--- src/rtl/piso_reader_pkg.sv ---
package piso_reader_pkg;

  typedef enum logic [2:0] {
    RD_IDLE    = 3'd0,
    RD_LOAD_LO = 3'd1,
    RD_LOAD_HI = 3'd2,
    RD_CLK_LO  = 3'd3,
    RD_CLK_HI  = 3'd4,
    RD_DONE    = 3'd5
  } rdState_e;

  // Strobes from the sequencer to the datapath.
  typedef struct packed {
    logic clear;    // empty the assembly register at transaction start
    logic sample;   // shift serIn into the assembly register
    logic publish;  // copy the assembled word out and raise valid
  } rdStrobe_t;

endpackage

--- src/rtl/piso_reader_ctrl.sv ---
module piso_reader_ctrl
  import piso_reader_pkg::*;
#(
  parameter int DATA_W       = 8,
  parameter int PHASE_CYCLES = 3,
  parameter int IDLE_CYCLES  = 20
) (
  input  logic      clk,
  input  logic      rst,
  output logic      shLoadN,
  output logic      shiftClk,
  output rdStrobe_t strobe
);

  localparam int PH      = (PHASE_CYCLES < 1) ? 1 : PHASE_CYCLES;
  localparam int IDL     = (IDLE_CYCLES < 1) ? 1 : IDLE_CYCLES;
  localparam int CNT_MAX = (PH > IDL) ? PH : IDL;
  localparam int CNT_W   = (CNT_MAX > 1) ? $clog2(CNT_MAX) : 1;
  localparam int BIT_W   = (DATA_W > 1) ? $clog2(DATA_W) : 1;

  localparam logic [CNT_W-1:0] PH_LAST  = CNT_W'(PH - 1);
  localparam logic [CNT_W-1:0] IDL_LAST = CNT_W'(IDL - 1);
  localparam logic [BIT_W-1:0] BIT_LAST = BIT_W'(DATA_W - 1);

  rdState_e         state, stateNext;
  logic [CNT_W-1:0] cnt;
  logic [BIT_W-1:0] pulseCnt;
  logic             phaseEnd;

  assign phaseEnd = (cnt == PH_LAST);

  always_comb begin
    stateNext = state;
    strobe    = '0;
    unique case (state)
      RD_IDLE: begin
        if (cnt == IDL_LAST) begin
          stateNext    = RD_LOAD_LO;
          strobe.clear = 1'b1;
        end
      end
      RD_LOAD_LO: begin
        if (phaseEnd) stateNext = RD_LOAD_HI;
      end
      RD_LOAD_HI: begin
        // first bit is present right after the load: take it before any pulse
        if (phaseEnd) begin
          stateNext     = RD_CLK_LO;
          strobe.sample = 1'b1;
        end
      end
      RD_CLK_LO: begin
        if (phaseEnd) stateNext = RD_CLK_HI;
      end
      RD_CLK_HI: begin
        if (phaseEnd) begin
          if (pulseCnt == BIT_LAST) begin
            stateNext      = RD_DONE;
            strobe.publish = 1'b1;
          end else begin
            stateNext     = RD_CLK_LO;
            strobe.sample = 1'b1;
          end
        end
      end
      RD_DONE: stateNext = RD_IDLE;
      default: stateNext = RD_IDLE;
    endcase
  end

  always_ff @(posedge clk) begin
    if (rst) begin
      state    <= RD_IDLE;
      cnt      <= '0;
      pulseCnt <= '0;
      shLoadN  <= 1'b1;
      shiftClk <= 1'b1;
    end else begin
      state    <= stateNext;
      cnt      <= (stateNext != state) ? '0 : cnt + CNT_W'(1);
      if (state == RD_IDLE) begin
        pulseCnt <= '0;
      end else if (state == RD_CLK_HI && phaseEnd) begin
        pulseCnt <= pulseCnt + BIT_W'(1);
      end
      // outputs registered from the next state: glitch-free pins
      shLoadN  <= (stateNext != RD_LOAD_LO);
      shiftClk <= (stateNext != RD_CLK_LO);
    end
  end

endmodule

--- src/rtl/piso_reader_dp.sv ---
module piso_reader_dp
  import piso_reader_pkg::*;
#(
  parameter int DATA_W = 8
) (
  input  logic              clk,
  input  logic              rst,
  input  logic              serIn,
  input  rdStrobe_t         strobe,
  output logic [DATA_W-1:0] dataOut,
  output logic              dataValid
);

  logic [DATA_W-1:0] assembleQ;

  // Shifting in at the bottom leaves the earliest sample on the top bit.
  always_ff @(posedge clk) begin
    if (rst) begin
      assembleQ <= '0;
      dataOut   <= '0;
      dataValid <= 1'b0;
    end else begin
      if (strobe.clear) begin
        assembleQ <= '0;
      end else if (strobe.sample) begin
        assembleQ <= {assembleQ[DATA_W-2:0], serIn};
      end
      if (strobe.publish) begin
        dataOut <= assembleQ;
      end
      dataValid <= strobe.publish;
    end
  end

endmodule

--- src/rtl/piso_reader.sv ---
module piso_reader
  import piso_reader_pkg::*;
#(
  parameter int DATA_W       = 8,
  parameter int PHASE_CYCLES = 3,
  parameter int IDLE_CYCLES  = 20
) (
  input  logic              clk,
  input  logic              rst,
  input  logic              serIn,
  output logic              shLoadN,
  output logic              shiftClk,
  output logic [DATA_W-1:0] dataOut,
  output logic              dataValid
);

  rdStrobe_t strobe;

  piso_reader_ctrl #(
    .DATA_W      (DATA_W),
    .PHASE_CYCLES(PHASE_CYCLES),
    .IDLE_CYCLES (IDLE_CYCLES)
  ) u_ctrl (
    .clk     (clk),
    .rst     (rst),
    .shLoadN (shLoadN),
    .shiftClk(shiftClk),
    .strobe  (strobe)
  );

  piso_reader_dp #(
    .DATA_W(DATA_W)
  ) u_dp (
    .clk      (clk),
    .rst      (rst),
    .serIn    (serIn),
    .strobe   (strobe),
    .dataOut  (dataOut),
    .dataValid(dataValid)
  );

endmodule

--- config.mk ---
export PLATFORM = sky130hd
export DESIGN_NAME = piso_reader
export DESIGN_NICKNAME = d
export VERILOG_FILES = /design/src/rtl/piso_reader_pkg.sv /design/src/rtl/piso_reader_ctrl.sv /design/src/rtl/piso_reader_dp.sv /design/src/rtl/piso_reader.sv
export SDC_FILE = /design/constraint.sdc
export NUM_CORES = 1
export LEC_CHECK = 0
export BUFFER_PORTS_ARGS = -buffer_cell sky130_fd_sc_hd__buf_2
export CORE_MARGIN = 2
export CORE_UTILIZATION = 60
export DETAILED_ROUTE_END_ITERATION = 8
export GPL_ROUTABILITY_DRIVEN = 0
export GPL_TIMING_DRIVEN = 0
export HOLD_SLACK_MARGIN = 0.15
export MAX_ROUTING_LAYER = met4
export PLACE_DENSITY = 0.85
export SLEW_MARGIN = 20
export SYNTH_ARGS = -nofsm -noshare
export SYNTH_HDL_FRONTEND = slang
export SYNTH_SLANG_ARGS = --single-unit
--- constraint.sdc ---
create_clock -name clk -period 4.15 [get_ports clk]
set_input_delay 0.83 -clock clk [delete_from_list [all_inputs] [get_ports clk]]
set_output_delay 0.83 -clock clk [all_outputs]
set_load 0.01 [all_outputs]
==> metrics.txt <==
status finished, final reports clean; CP cell instances ha_1 -> ha_1 -> or3b_2 -> a211oi_4 -> mux2i_1 -> nor2_2; Peak supply drop 0.374 mV; Hold Vio Cnt, Final 0; PostCTS Resize Cnt 0; Final Cell Area 1460 sq um; RSZ-0062 raised after global routing no; slew at the pin closest to its max-slew limit 0.595 ns; Max FO, Critical Path 8; Area Overhead vs Synth 12.8%; Setup TNS Final 0 ns; critical path data required time 4.35 ns; CTS clk-pin slew, worst paths 0.08 ns; die height 50.4 microns; dpl cells 167; Initial Utilization 0.645; Leakage 0.524 nW; Yosys warnings 0; Final Max Tran Viols 0; CP Capture Type flip-flop; Synth Register Bits 30; type of the worst setup path reg2reg; global-route wire length before repair 3920 microns; Non-Filler Instances 175; CTS tree yes; Avg Inst Size Synth 10.2 sq um; post-CTS setup buffers 0; Tot GR Track Use 0.219; WL/cell 12.3 microns; Detail Placement HPWL 1560 microns; 1st-iter DRT viols 16; setup ws final 1.88 ns; Cell Area, Synth 1290 sq um; Die X 50.4 microns; # rows 16; Slew HR 0.598; io pins 14; Num Clock Sinks 30; number of nets in the layout 154; gr ovfl total 0; post-route ant nets 0; number of antenna diodes 0; critical path's most frequent cell ha_1; crit-path max cell delay 0.56 ns; top-area cell type share of the netlist area 0.465; Via density 5.62; DP Worst Slack 1.88 ns; fmax 0.440 GHz; placed cell area 1390 sq um; Setup violations, final 0; Net Count, Synth 134; Area contributors post-synth dfxtp_1 47%, mux2i_1 13%, ha_1 3.9%, nor2_2 3.9%, nor2_1 3.5%; htree depth 2; layout cells sized above 1 0.250; clock root buffer clkbuf_4; Max Root-Sink Buffers 2; Port Buffers 13; vias in the first global route 897; Final Skew 0.00538 ns; critical path arrival 2.48 ns; Cell Pwr Density 337 nW/um^2; period utilization 0.547; largest net degree at the start of global routing 11; Via Count 983; Worst path slowest cell a211oi_4; Core Box Area 2000 sq um; sequential-to-total area share from yosys stat 0.465; initial antenna violation count 0; DR DRC count 0; TritonCTS Buffers 5; die area 2540 sq um; First-pass DRT Iterations 4; minimum clock period 2.27 ns; HP Class reg2reg; most frequent cells in the layout 30 x dfxtp_1, 17 x mux2i_1, 13 x buf_2, 12 x nor2_1, 8 x nor2_2; Synth Instances 127; hold_buf cts 0; clk_lat worst skew 0.33 ns; cell taking the most area after synthesis dfxtp_1; max_cap viols 0; Worst Setup Start Kind flip-flop; Yosys cell types 34; total routed wirelength 2160 microns; most common cell after layout, fill and taps aside dfxtp_1
[registers in the layout, indices dropped and copies added, names as in the netlist]
| signal | cells |
|---|---|
| u_ctrl.state | 3 |
| u_ctrl.shiftClk | 1 |
| u_dp.assembleQ | 8 |
| u_dp.dataValid | 1 |
| u_ctrl.pulseCnt | 3 |
| u_ctrl.shLoadN | 1 |
| u_ctrl.cnt | 5 |
| u_dp.dataOut | 8 |
[metrics by stage]
stage                     power, mW  utilization  hold WS (ns)
after detailed placement      0.322        0.694         0.483
after CTS                     0.500        0.724         0.504
after global routing          0.513        0.728         0.520
after global placement        0.321        0.694         0.457
final                         0.491        0.728         0.494
after floorplan               0.317            -         0.444
[worst max-delay path, delay by kind of cell (launching register included)]
kind	cells	cell delay, ns
AOI/OAI and AO/OA	1	0.56
adders and majority gates	2	0.42
DFF	1	0.33
muxes	1	0.30
and+or+nand+nor	2	0.54
[per-layer routing]
metal  up-vias  GRT usage  part of all wire
met3         8     0.0982             0.072
met2        32      0.325              0.46
li1        490          -                 -
met5         -          -                 0
met4         0      0.108             0.023
met1       453      0.250              0.45
[area by class of cell]
class                           count  area [sq um]
Clock inverter                      1          5.00
Fill cell                         154           546
Inverter                            2          7.51
Buffer                              7          33.8
Multi-Input combinational cell     88           656
Timing Repair Buffer               13          65.1
Sequential cell                    30           601
Tap cell                           27          33.8
Clock buffer                        7          55.1
[cells in the mapped netlist]
| master | instances |
|---|---|
| dfxtp_1 | 30 |
| mux2i_1 | 17 |
| nor2_1 | 12 |
| nor2_2 | 8 |
| clkbuf_1 | 6 |
| a21oi_1 | 5 |
| nor3_1 | 5 |
| ha_1 | 4 |
| nand2_1 | 4 |
| nand3_1 | 4 |
| a32oi_1 | 2 |
| inv_1 | 2 |
| nand2b_1 | 2 |
| nor2b_1 | 2 |
| nor4b_1 | 2 |
| o21ai_0 | 2 |
| or3b_2 | 2 |
| xor2_1 | 2 |
| a211o_1 | 1 |
| a211oi_1 | 1 |
| a211oi_4 | 1 |
| a22oi_1 | 1 |
| buf_6 | 1 |
| nor3_4 | 1 |
| nor3b_1 | 1 |
| nor4_1 | 1 |
| o211ai_1 | 1 |
| o221ai_2 | 1 |
| or2_2 | 1 |
| or3_1 | 1 |
| or4_1 | 1 |
| or4_2 | 1 |
| or4b_1 | 1 |
| xnor2_1 | 1 |
[power breakdown]
part	total (mW)	switching [mW]	internal, mW
Clock	0.175	0.0930	0.0819
Combinational	0.0232	0.0145	0.00868
Sequential	0.293	0.00274	0.290
[kinds of logic after synthesis]
kind of cell / count (synthesis) / share of synthesized area
and+or+nand+nor: 49 / 0.220
DFF: 30 / 0.465
muxes: 17 / 0.132
AOI/OAI and AO/OA: 15 / 0.0921
buffers and inverters: 9 / 0.0320
adders and majority gates: 4 / 0.0388
xor gates and xnor gates: 3 / 0.0204
[worst paths after layout]
| check | slack (ns) | from | cells after the start | endpoint |
|---|---|---|---|---|
| max | 1.88 | u_ctrl.pulseCnt[0] | 6 | u_dp.assembleQ[7] |
| min | 0.49 | u_ctrl.pulseCnt[0] | 2 | u_ctrl.pulseCnt[0] |
| max reg2reg | 1.88 | u_ctrl.pulseCnt[0] | 6 | u_dp.assembleQ[7] |
| min reg2reg | 0.49 | u_ctrl.pulseCnt[0] | 2 | u_ctrl.pulseCnt[0] |
Power figures use the tool's default switching activity.
